`config.mk`:
```
export PLATFORM = sky130hd
export DESIGN_NAME = fp_status_trap
export DESIGN_NICKNAME = d
export VERILOG_FILES = /design/src/rtl/fpst_pkg.sv /design/src/rtl/fpst_rm_decode.sv /design/src/rtl/fpst_exc_map.sv /design/src/rtl/fp_status_trap.sv
export SDC_FILE = /design/constraint.sdc
export NUM_CORES = 1
export LEC_CHECK = 0
export BUFFER_PORTS_ARGS = -buffer_cell sky130_fd_sc_hd__buf_4
export CAP_MARGIN = 10
export CORE_MARGIN = 2
export CORE_UTILIZATION = 42
export DETAILED_ROUTE_END_ITERATION = 12
export PLACE_DENSITY = 0.88
export REMOVE_ABC_BUFFERS = 1
export SYNTH_ARGS = -nofsm -noshare
export SYNTH_HDL_FRONTEND = slang
export SYNTH_SLANG_ARGS = --single-unit
```
`constraint.sdc`:
```
create_clock -name clk -period 1.38 [get_ports clk]
set_clock_uncertainty 0.1 [all_clocks]
set_input_delay 0.207 -clock clk [delete_from_list [all_inputs] [get_ports clk]]
set_output_delay 0.207 -clock clk [all_outputs]
set_load 0.02 [all_outputs]
```
`src/rtl/fpst_pkg.sv`:
```
package fpst_pkg;

    // Default word geometry; the top module may override through parameters.
    localparam int unsigned FPST_WORD_W     = 32;
    localparam int unsigned FPST_NEXC       = 5;
    localparam int unsigned FPST_ENA_LSB    = 0;
    localparam int unsigned FPST_FLAG_LSB   = 27;
    localparam int unsigned FPST_DENORM_BIT = 5;
    localparam int unsigned FPST_RM_LSB     = 9;
    localparam int unsigned FPST_RM_W       = 2;

    // Rounding-mode encodings of the 2-bit field.
    typedef enum logic [1:0] {
        RND_NEAREST_EVEN = 2'd0,
        RND_TOWARD_ZERO  = 2'd1,
        RND_TOWARD_POS   = 2'd2,
        RND_TOWARD_NEG   = 2'd3
    } fpst_rnd_e;

    // Index of each exception inside exc_in and inside the enable field.
    localparam int unsigned EXC_INEXACT  = 0;
    localparam int unsigned EXC_UNDER    = 1;
    localparam int unsigned EXC_OVER     = 2;
    localparam int unsigned EXC_DIVZERO  = 3;
    localparam int unsigned EXC_INVALID  = 4;

endpackage

```
`src/rtl/fpst_rm_decode.sv`:
```
module fpst_rm_decode #(
    parameter int unsigned RM_W = 2,
    localparam int unsigned RM_N = 1 << RM_W
) (
    input  logic [RM_W-1:0] rm_field,
    output logic [RM_N-1:0] rm_onehot
);

    // One select line per field value.
    for (genvar i = 0; i < RM_N; i++) begin : g_sel
        assign rm_onehot[i] = (rm_field == RM_W'(i));
    end

endmodule

```
`src/rtl/fpst_exc_map.sv`:
```
module fpst_exc_map #(
    parameter int unsigned WORD_W   = 32,
    parameter int unsigned NEXC     = 5,
    parameter int unsigned ENA_LSB  = 0,
    parameter int unsigned FLAG_LSB = 27,
    localparam int unsigned SHIFT   = FLAG_LSB - ENA_LSB
) (
    input  logic [NEXC-1:0]   exc_raw,
    input  logic [WORD_W-1:0] word,
    output logic [WORD_W-1:0] flag_or,
    output logic              enabled_hit
);

    logic [WORD_W-1:0] at_enable;

    // Raw flags are first placed at the positions of their enable bits.
    always_comb begin
        at_enable = '0;
        for (int k = 0; k < int'(NEXC); k++) begin
            at_enable[ENA_LSB + k] = exc_raw[k];
        end
    end

    // Trap decision uses only the newly raised vector.
    assign enabled_hit = |(at_enable & word);

    // A fixed shift moves the vector into the sticky-flag field.
    assign flag_or = at_enable << SHIFT;

endmodule

```
`src/rtl/fp_status_trap.sv`:
```
module fp_status_trap
    import fpst_pkg::*;
#(
    parameter int unsigned WORD_W     = FPST_WORD_W,
    parameter int unsigned NEXC       = FPST_NEXC,
    parameter int unsigned ENA_LSB    = FPST_ENA_LSB,
    parameter int unsigned FLAG_LSB   = FPST_FLAG_LSB,
    parameter int unsigned DENORM_BIT = FPST_DENORM_BIT,
    parameter int unsigned RM_LSB     = FPST_RM_LSB,
    parameter int unsigned RM_W       = FPST_RM_W,
    localparam int unsigned RM_N      = 1 << RM_W
) (
    input  logic              clk,
    input  logic              rst_n,
    input  logic              op_done,
    input  logic [NEXC-1:0]   exc_in,
    input  logic              sw_we,
    input  logic [WORD_W-1:0] sw_wdata,
    output logic [WORD_W-1:0] status_out,
    output logic [RM_N-1:0]   rm_onehot,
    output logic              ftz,
    output logic              trap
);

    typedef struct packed {
        logic [WORD_W-1:0] word;
        logic              trap;
    } state_t;

    state_t st_d, st_q;

    logic [WORD_W-1:0] flag_or;
    logic              enabled_hit;

    fpst_exc_map #(
        .WORD_W   (WORD_W),
        .NEXC     (NEXC),
        .ENA_LSB  (ENA_LSB),
        .FLAG_LSB (FLAG_LSB)
    ) u_exc_map (
        .exc_raw     (exc_in),
        .word        (st_q.word),
        .flag_or     (flag_or),
        .enabled_hit (enabled_hit)
    );

    fpst_rm_decode #(
        .RM_W (RM_W)
    ) u_rm_decode (
        .rm_field  (st_q.word[RM_LSB +: RM_W]),
        .rm_onehot (rm_onehot)
    );

    // Next-state: software write wins over the exception merge.
    always_comb begin
        st_d      = st_q;
        st_d.trap = 1'b0;
        if (sw_we) begin
            st_d.word = sw_wdata;
        end else if (op_done) begin
            st_d.word = st_q.word | flag_or;
            st_d.trap = enabled_hit;
        end
    end

    always_ff @(posedge clk or negedge rst_n) begin
        if (!rst_n) begin
            st_q <= '0;
        end else begin
            st_q <= st_d;
        end
    end

    assign status_out = st_q.word;
    assign ftz        = st_q.word[DENORM_BIT];
    assign trap       = st_q.trap;

endmodule

```
* Yosys cells after proc, flatten, opt, wreduce, memory -nomap -nowiden
Index checks and enable logic that the tools add are counted.
** Word-level totals
- Flip-flop bits (word level) :: 33
- Latch bits :: 0
- Memory bits (writable) :: 0
- Bits in read-only memories :: 0
- Input bits :: 41
- Logic and storage cells :: 13
- Memories :: 0
** Operators by class
- Add/sub/neg operators :: 0
- $mul :: 0
- Divide/modulo/power cells :: 0
- Order comparisons :: 0
- Equal/unequal tests :: 3
- Shifts and indexed selects :: 0
- Mux-type cells :: 3
- Bitwise logic cells :: 2
- Reduce and logical (&&, ||, !) cells :: 3
** Operator list (number)
- $mux W33 :: 1
- $and A5 B32 Y32 :: 1
- $mux W32 :: 1
- $or A32 B32 Y32 :: 1
- $reduce_or A32 Y1 :: 1
- $eq A2 B2 Y1 const B :: 2
- $eq A2 B1 Y1 const B :: 1
- $logic_not A2 Y1 :: 1
- $reduce_bool A2 Y1 :: 1
- $mux W1 :: 1

* Logic depth before layout (Yosys ltp)
Gate-level depths: netlist of the first run.
- Depth after elaboration :: 4
- Gate-level depth with buffers :: 4

* Modules after synthesis
A second synthesis of the first run with hierarchy kept.
** Unflattened totals
- Cell total of the unflattened synthesis :: 183
- Area, all modules :: 2016.9 µm²
** Modules (own cells, without submodules)
- fp_status_trap :: times used 1, cells each 143, area each 1725.4 µm², seq. area each 825.8 µm²
- fpst_exc_map :: times used 1, cells each 36, area each 265.3 µm², seq. area each 0.0 µm²
- fpst_rm_decode :: times used 1, cells each 4, area each 26.3 µm², seq. area each 0.0 µm²

* Least setup slack after synthesis of the first run
OpenSTA, ideal clock, no wires.
- Path kind :: register -> output
- Start point :: reg st_q, in the netlist status_out[10]
- End point :: out rm_onehot[2]
- Arrival :: 0.862 ns
- Slack :: 0.211 ns
- Cell stages (with the launch flop) :: 2
- Cells stage by stage :: dfrtp_1 nor2b_1
** On the way
- Word-level cells in the longest chain between the ends :: 1
** Ends and longest elaborated chain
- start, declared :: RTL line fp_status_trap.sv:30 : state_t st_d, st_q;
- start signal, assigned :: RTL line fp_status_trap.sv:70 : st_q <= st_d;
- $eq A2 B2 Y1 :: RTL line fpst_rm_decode.sv:11 : assign rm_onehot[i] = (rm_field == RM_W'(i));
- end, declared :: RTL line fp_status_trap.sv:20 : output logic [RM_N-1:0] rm_onehot,
Every way passes these cells.

* Worst setup path in the final report of the first run
- Start point :: reg st_q, in the netlist status_out[9]
- End point :: out rm_onehot[1]
** On the way
- Word-level cells in the longest chain between the ends :: 1
** Ends and longest elaborated chain (RTL line)
- $eq A2 B1 Y1 :: fpst_rm_decode.sv:11
Every way passes these cells.

==> impl_metrics.yaml, run 1 <==
status:
  status: "finished with violations"
  failed_checks: "negative setup slack"
worst_setup_path:
  slowest_stage: "dfrtp_2"
  r2r_cells: 2
  r2r-start: "status_out[1]"
  r2r_slack_ns: 0.20
  worstPathRequired_ns: 1.07
  cp-start-kind: "register"
  crit_path_end_kind: "output port"
  critical_path_class: "reg2out"
  cp_slowest_stage_delay_ns: 0.48
  worstPathArrival_ns: 1.12
  cp_max_fo: 6
  r2r-end: "trap"
  path_cells: "nor2b_2, buf_6"
die:
  fp.coreArea_um2: 3030
  placementRows: 20
  dieHeight_um: 60.2
  die_area_um2: 3630
  dieWidth_um: 60.2
  ioPinCount: 79
  initial_utilization_pct: 43.8
grt:
  grt_pass1_vias: 1209
  antenna_found_initial: 1
  met1_usage_pct: 26.7
  track_usage_pct: 23.7
  grt_max_degree: 39
  use_met2_pct: 40.7
  grt_remaining_overflow: 0
  grt_first_pass_wirelength_um: 6040
  grt-busiest-layer: "met2"
  met3_usage_pct: 9.74
synth:
  yosys_warnings: 0
  synth_seq_area_share_pct: 62.2
  yosysMostFrequentCell: "dfrtp_1"
  synth_edf_count: 0
  synth.avg_cell_area_um2: 15.1
  synth_seq_cells: 33
  yosys-top-cells-area: "dfrtp_1 (62%), mux2_2 (14%), mux2_4 (11%)"
  synthArstFlopShare_pct: 100
  synth_top_area_share_pct: 62.2
  synth_top_area_cell: "dfrtp_1"
  synth_flop_cell: "dfrtp_1"
  ys_types: 15
  syn_inst: 88
  ys_top_cells_by_count: "dfrtp_1 (33), mux2_2 (17), mux2_4 (10), a21oi_1 (6)"
  synthesis.area_um2: 1330
timing:
  timing.final.crit_share_pct: 104
  slew_viol_final: 0
  max_slew_margin_pct: 72.9
  tns_ns: -0.104
  setup_viol: 4
  max_clock_freq_ghz: 0.699
  setup_ws_ns: -0.0502
  grt_setup_unrepaired: "true"
  hold_viol: 0
  period_minus_slack_ns: 1.43
  worst_slew_pin_slew_ns: 0.406
clocking:
  cts_root_buf: "clkbuf_4"
  clk_pin_slew_ns: 0.11
  htreeDepth: 2
  cts_num_sinks: 33
  clockBufferDepth: 2
  clock_latency_ns: 0.33
  cts_tree: "done"
  numCtsBuffers: 5
place:
  gp_congestion: 0.642
  pre_cts_ws_ns: 0.268
  port_buffers: 78
layout:
  antennaDiodeCount: 0
  multi_input_comb_area_um2: 474
  nets: 242
  final_core_util_pct: 78.1
  drive_above_1_share_pct: 59.4
  n_fill_cell: 172
  area_growth_pct: 78.2
  seq_area_um2: 828
pwr:
  leakage_nw: 1.15
  p_int_w: 0.00175
  vdd_drop_max_mv: 0.640
  p_sw_share_pct: 29.5
  power_density_nw_per_um2: 1050
  power_frac_seq_pct: 46.0
  pwr-share-comb_pct: 28.9
  p_sw_w: 0.000731
  clkPwrFrac_pct: 25.1
routing:
  drt-initial-drc-count: 79
  drt-total-wl_um: 4620
  vias: 1211
  drc: 0
  routed_via_density: 4.92
  drt_pass1_iterations: 5
  ant_nets: 0
  wl_per_cell_um: 18.8
hold_path:
  holdPathEnd: "status_out[27]"
  hold_depth: 3
  hp-start: "sw_wdata[27]"
  min_path_type: "in2reg"
run:
  cap_violations: 0
-- registers in the layout (all words and copies together), names as in the netlist --
register / flops
status_out: 32
trap: 1
-- layout by cell type, fill, tap and decap left out, drive strengths merged --
master	count
a21oi	6
a222oi	1
a22oi	1
and2	1
buf	80
clkbuf	7
clkinv	1
dfrtp	33
dlygate4sd3	31
mux2	27
nand2	5
nand2b	1
nor2	1
nor2b	2
o21ai	5
-- what timing repair did --
action | 4_1_cts | 5_1_grt
setup buffers | 1 | 0
pin swaps | 1 | 1
hold buffers | 25 | 6
gates resized for setup | 3 | 6
endpoints found under the setup margin | 3 | 5
endpoints found under the hold margin | 57 | 6
-- final cells by class --
class,instances,share of cell area [%]
timing repair buffer,111,39.7
sequential,33,35.0
multi-input combinational,50,20.0
clock buffer,7,2.75
tap,44,2.33
clock inverter,1,0.212
-- worst max-delay path, delay by kind of cell, from the launching register on --
| kind | cells | cell delay, ns |
|---|---|---|
| flops | 1 | 0.48 |
| simple gates | 1 | 0.18 |
| buf+inv | 1 | 0.13 |
-- per-layer routing --
metal | up-vias | share of wire (%)
met5 | - | 0.28
met4 | 2 | 1.7
met3 | 14 | 9.0
met2 | 74 | 51
met1 | 587 | 38
li1 | 534 | -
-- logic make-up (layout without fill, tap and decap cells) --
group / count (synthesis) / count (layout) / synth area share (%)
multiplexers: 27 / 27 / 25.7
AO/OA/AOI/OAI: 13 / 13 / 5.47
flip-flops: 33 / 33 / 62.2
AND/OR/NAND/NOR: 10 / 10 / 3.58
buffers and inverters: 5 / 119 / 3.02
-- power groups by stage --
| stage | sequential, W | clock (W) | combinational (W) |
|---|---|---|---|
| after floorplan | 0.00126 | 0 | 0.000144 |
| after global placement | 0.00113 | 0 | 0.000589 |
| after detailed placement | 0.00114 | 0 | 0.000601 |
| after CTS | 0.00112 | 0.000636 | 0.000672 |
| after global routing | 0.00115 | 0.000683 | 0.000754 |
| final | 0.00114 | 0.000623 | 0.000717 |
-- worst max-delay path by stage --
stage / start / end / slack (ns)
finish: status_out[9] / rm_onehot[1] / -0.05
CTS: status_out[10] / rm_onehot[2] / -0.02
detailed placement: sw_we / status_out[18] / 0.27
global placement: sw_we / status_out[20] / 0.29
global route: status_out[9] / rm_onehot[1] / -0.09
floorplan: status_out[10] / rm_onehot[2] / 0.21
-- metrics by stage --
stage	std cells	power [W]	hold slack, ns	area [um^2]
floorplan	83	0.00140	-0.189	1290
global placement	206	0.00172	0.0570	1950
detailed placement	206	0.00174	0.0686	1950
CTS	240	0.00243	0.000286	2290
global route	246	0.00259	0.00924	2370
finish	246	0.00248	0.00332	2370
(Power assumes the default switching activity.)
==> inputs of run 2 (changes only) <==
--- a/config.mk
+++ b/config.mk
@@ -10,6 +10,7 @@
 export CORE_MARGIN = 2
 export CORE_UTILIZATION = 42
 export DETAILED_ROUTE_END_ITERATION = 12
+export HOLD_SLACK_MARGIN = 0.03
 export PLACE_DENSITY = 0.88
 export REMOVE_ABC_BUFFERS = 1
 export SYNTH_ARGS = -nofsm -noshare
==> run 2 against run 1 <==
  * The flow still finishes with violations (negative setup slack)
  * Final cell count is 1.2% higher
  * Hold slack better by 0.095 ns
  * Total power is 0.53% lower
  * Clock power hardly changed
  * Setup slack better by 0.022 ns
  * Non-clock buffer count is 3 higher
  * Sequential power hardly changed
  * Core utilization is 0.62 points higher
  * Critical path type unchanged
  * Highest routed layer is now met4
==> impl_metrics.yaml, run 2 (synthesis gave the netlist of run 1 again) <==
layout:
  drive_above_1_share_pct: 58.0
  layout_commonest_cell: "buf_4"
  mostFrequentLayoutCells: "buf_4 (76), dlygate4sd3_1 (34), dfrtp_1 (31)"
  area_growth_pct: 79.6
  n_fill_cell: 161
  nets: 245
  largest_register_ffs: 32
  antennaDiodeCount: 0
  final_core_util_pct: 78.8
  fin_area_um2: 2380
routing:
  drt-initial-drc-count: 142
  wl_per_cell_um: 17.1
  ant_nets: 0
  routed_via_density: 4.98
  drt_pass1_iterations: 4
  vias: 1241
  drt-total-wl_um: 4250
  drc: 0
worst_setup_path:
  worstPathArrival_ns: 1.10
  worstPathRequired_ns: 1.07
  crit_path_end_kind: "output port"
  cp-start-kind: "register"
  r2r_cells: 2
  cp_max_fo: 6
  critical_path_class: "reg2out"
die:
  initial_utilization_pct: 43.8
  ioPinCount: 79
  die_area_um2: 3630
  fp.coreArea_um2: 3030
  dieHeight_um: 60.2
  placementRows: 20
  dieWidth_um: 60.2
hold_path:
  hold_depth: 3
  min_path_type: "in2reg"
grt:
  antenna_found_initial: 0
  grt_pass1_vias: 1267
  grt_remaining_overflow: 0
  track_usage_pct: 25.0
  grt_first_pass_wirelength_um: 6330
  grt_max_degree: 39
timing:
  max_clock_freq_ghz: 0.710
  setup_ws_ns: -0.0279
  setup_viol: 3
  period_minus_slack_ns: 1.41
  timing.final.crit_share_pct: 102
  max_slew_margin_pct: 72.6
  worst_slew_pin_slew_ns: 0.411
  slew_viol_final: 0
  grt_setup_unrepaired: "true"
  hold_viol: 0
clocking:
  clock_latency_ns: 0.34
  numCtsBuffers: 5
  clk_pin_slew_ns: 0.11
  cts_num_sinks: 33
  htreeDepth: 2
  cts_tree: "done"
  clockBufferDepth: 2
  cts_root_buf: "clkbuf_4"
place:
  gp_congestion: 0.642
  port_buffers: 78
  place_area_um2: 1950
status:
  failed_checks: "negative setup slack"
  status: "finished with violations"
pwr:
  leakage_nw: 1.16
  power_density_nw_per_um2: 1030
  vdd_drop_max_mv: 0.665
run:
  cap_violations: 0
-- run 2: cell types whose count changed in the layout (fill, tap and decap cells not counted), sizes merged --
cell / change
dlygate4sd3: +3
-- run 2: area by class of cell --
class                           instances  area, um^2  share of cell area [%]
Tap cell                               44        55.1                    2.31
Clock buffer                            7        65.1                    2.73
Multi-Input combinational cell         50         467                    19.6
Clock inverter                          1        5.00                   0.210
Sequential cell                        33         828                    34.7
Timing Repair Buffer                  114         965                    40.5
-- run 2: critical path, cell delays in order, from the launching register on --
cell and delay [ns]:
dfrtp_2 0.46, and2_4 0.18, buf_6 0.12
-- run 2: final timing paths --
check	start	to	slack (ns)
hold reg to reg	status_out[22]	status_out[22]	0.42
setup reg to reg	status_out[1]	trap	0.26
min in group asynchronous	rst_n	status_out[27]	0.27
max in group asynchronous	rst_n	status_out[9]	0.60
hold / removal	exc_in[4]	status_out[31]	0.1
setup / recovery	status_out[10]	rm_onehot[3]	-0.03
-- run 2: metal layers --
layer	vias up	wire length [um]	global-route usage (%)
li1	539	-	-
met1	598	1630	27.8
met2	85	2060	42.2
met3	19	406	8.87
met4	0	157	12.1
met5	-	0	0
-- run 2: metrics by stage --
stage	TNS [ns]	hold WS (ns)	worst slack, ns	power, W	std cells
finish	-0.0780	0.0984	-0.0279	0.00247	249
global route	-0.272	0.0685	-0.0820	0.00257	249
CTS	-0.0402	0.0336	-0.0154	0.00245	248
detailed placement	0	0.0686	0.268	0.00174	206
global placement	0	0.0570	0.292	0.00172	206
floorplan	0	-0.189	0.211	0.00140	83
-- run 2: what timing repair did --
| action | in CTS | in global routing |
|---|---|---|
| gates resized for setup | 3 | 4 |
| hold buffers | 33 | 1 |
| hold endpoints to repair | 65 | 1 |
| pin swaps | 1 | 1 |
| buffers inserted | 1 | 0 |
| setup endpoints to repair | 3 | 5 |
-- run 2: power by group --
group          internal (W)  total, W  switching (W)  leakage, nW
clock network      0.000295  0.000622       0.000326       0.0413
logic              0.000392  0.000710       0.000318        0.731
registers           0.00106   0.00114      0.0000736        0.386
total               0.00175   0.00247       0.000718         1.16
==> inputs of run 3 (changes only) <==
--- a/config.mk
+++ b/config.mk
@@ -7,7 +7,7 @@
 export LEC_CHECK = 0
 export BUFFER_PORTS_ARGS = -buffer_cell sky130_fd_sc_hd__buf_4
 export CAP_MARGIN = 10
-export CORE_MARGIN = 2
+export CORE_MARGIN = 10
 export CORE_UTILIZATION = 42
 export DETAILED_ROUTE_END_ITERATION = 12
 export HOLD_SLACK_MARGIN = 0.03
==> run 3 against run 2 <==
  * The flow still finishes with violations (negative setup slack)
  * Setup slack got worse by 0.071 ns
  * Via count up 0.97%
  * Combinational power rose by 2%
  * Clock-buffer cell count unchanged
  * Sequential share of layout area grew 0.17 points
  * First-iteration DRC count shrank 26%
  * Total power is 1.8% lower
  * Hold slack lost 0.026 ns
  * Die area is 60% higher
  * Maximum frequency decreased by 4.8%
  * Critical path depth did not move
  * Cell area is 0.63% lower
  * Critical path type unchanged
==> impl_metrics.yaml, run 3 (synthesis gave the netlist of run 1 again) <==
status:
  status: "finished with violations"
  failed_checks: "negative setup slack"
pwr:
  p_int_w: 0.00170
  p_sw_w: 0.000726
  p_sw_share_pct: 29.9
  vdd_drop_max_mv: 0.607
  pwr-share-comb_pct: 30.0
  leakage_nw: 1.16
  power_frac_seq_pct: 47.0
  power_density_nw_per_um2: 1020
  clkPwrFrac_pct: 23.0
place:
  gp_congestion: 0.750
  port_buffers: 78
  place_area_um2: 1940
  placedCellCount: 207
die:
  ioPinCount: 79
  dieWidth_um: 76.2
  initial_utilization_pct: 43.8
  fp.coreArea_um2: 3030
  dieHeight_um: 76.2
  placementRows: 20
  die_area_um2: 5810
grt:
  grt_first_pass_wirelength_um: 7310
  grt_max_degree: 34
  grt_remaining_overflow: 0
  antenna_found_initial: 0
  grt_pass1_vias: 1339
  track_usage_pct: 15.9
layout:
  area_growth_pct: 78.5
  layout.cells.non_filler: 250
  mostFrequentLayoutCells: "buf_4 (81), dlygate4sd3_1 (33), dfrtp_1 (32)"
  fin_area_um2: 2370
  layout_commonest_cell: "buf_4"
  multi_input_comb_area_um2: 472
  largest_register_ffs: 32
  drive_above_1_share_pct: 57.8
  seq_area_um2: 827
  nets: 247
  antennaDiodeCount: 0
  n_fill_cell: 177
worst_setup_path:
  crit_path_end_kind: "output port"
  cp.depth: 2
  slowest_stage: "dfrtp_2"
  path_delay_family: "flip-flops"
  critPathLaunch: "status_out[9]"
  critical_path_class: "reg2out"
  cp_max_fo: 6
  worstPathRequired_ns: 1.07
  r2r-start: "status_out[1]"
  r2r-end: "trap"
  cp_slowest_stage_delay_ns: 0.47
  r2r_cells: 2
  worstPathArrival_ns: 1.17
  r2r_slack_ns: 0.16
  cp_num_buf_inv: 1
  path_cells: "nor2b_1, buf_4"
  cp-start-kind: "register"
timing:
  timing.final.crit_share_pct: 107
  slew_viol_final: 0
  tns_ns: -0.330
  grt_setup_unrepaired: "true"
  setup_viol: 5
  hold_ws_ns: 0.0724
  worst_slew_pin_slew_ns: 0.450
  setup_ws_ns: -0.0992
  period_minus_slack_ns: 1.48
  max_clock_freq_ghz: 0.676
  max_slew_margin_pct: 70.0
  hold_viol: 0
clocking:
  htreeDepth: 2
  cts_tree: "done"
  clock_latency_ns: 0.34
  clk_pin_slew_ns: 0.10
  cts_num_sinks: 33
  numCtsBuffers: 5
  clockBufferDepth: 2
  cts_root_buf: "clkbuf_4"
hold_path:
  holdPathEnd: "status_out[27]"
  min_path_type: "in2reg"
  hold_depth: 3
  hp-start: "exc_in[0]"
routing:
  wl_per_cell_um: 20.4
  drt-total-wl_um: 5110
  drc: 0
  vias: 1253
  drt-initial-drc-count: 105
  ant_nets: 0
  routed_via_density: 5.01
  drt_pass1_iterations: 4
run:
  cap_violations: 0
## run 3: cell types whose count changed in the layout (fill, tap and decap cells not counted), sizes merged
cell,change
buf,+3
clkinv,-1
dlygate4sd3,-1
## run 3: repair_timing
item | in CTS | in global routing
pin swaps | 2 | 0
hold endpoints to repair | 65 | 0
resized for setup | 2 | 4
endpoints found under the setup margin | 4 | 4
hold buffers | 33 | 0
setup buffers | 1 | 2
## run 3: layout make-up
class	instances	share of cell area (%)
Clock buffer	7	2.32
Tap cell	44	2.32
Sequential cell	33	34.9
Multi-Input combinational cell	50	19.9
Timing Repair Buffer	116	40.5
## run 3: worst register-to-register path, cell delays in order, from the launching register on
cell,delay (ns)
dfrtp_1,0.44
a222oi_1,0.43
a21oi_1,0.13
## run 3: power groups by stage
stage / sequential [W] / combinational [W] / clock (W)
after CTS: 0.00113 / 0.000700 / 0.000559
final: 0.00114 / 0.000727 / 0.000557
after global placement: 0.00114 / 0.000596 / 0
after detailed placement: 0.00114 / 0.000613 / 0
after global routing: 0.00115 / 0.000769 / 0.000613
after floorplan: 0.00126 / 0.000144 / 0
## run 3: how the worst max path moves through the flow
stage                     endpoint  slack [ns]
floorplan             rm_onehot[2]        0.21
global placement    status_out[21]        0.21
detailed placement  status_out[21]        0.17
CTS                   rm_onehot[3]       -0.03
global route          rm_onehot[1]       -0.18
finish                rm_onehot[1]        -0.1
## run 3: through the flow
stage,setup slack (ns),util (%),total power [W]
after floorplan,0.211,-,0.00140
after global placement,0.207,64.2,0.00173
after detailed placement,0.170,64.2,0.00176
after CTS,-0.0262,77.4,0.00239
after global routing,-0.178,78.3,0.00253
final,-0.0992,78.3,0.00242
## run 3: layer usage
layer / up-vias / global-route usage [%] / wire, um
met2: 87 / 26.1 / 2430
met3: 21 / 6.13 / 382
li1: 546 / - / -
met1: 599 / 18.3 / 2060
met4: 0 / 5.58 / 238
met5: - / 0 / 0
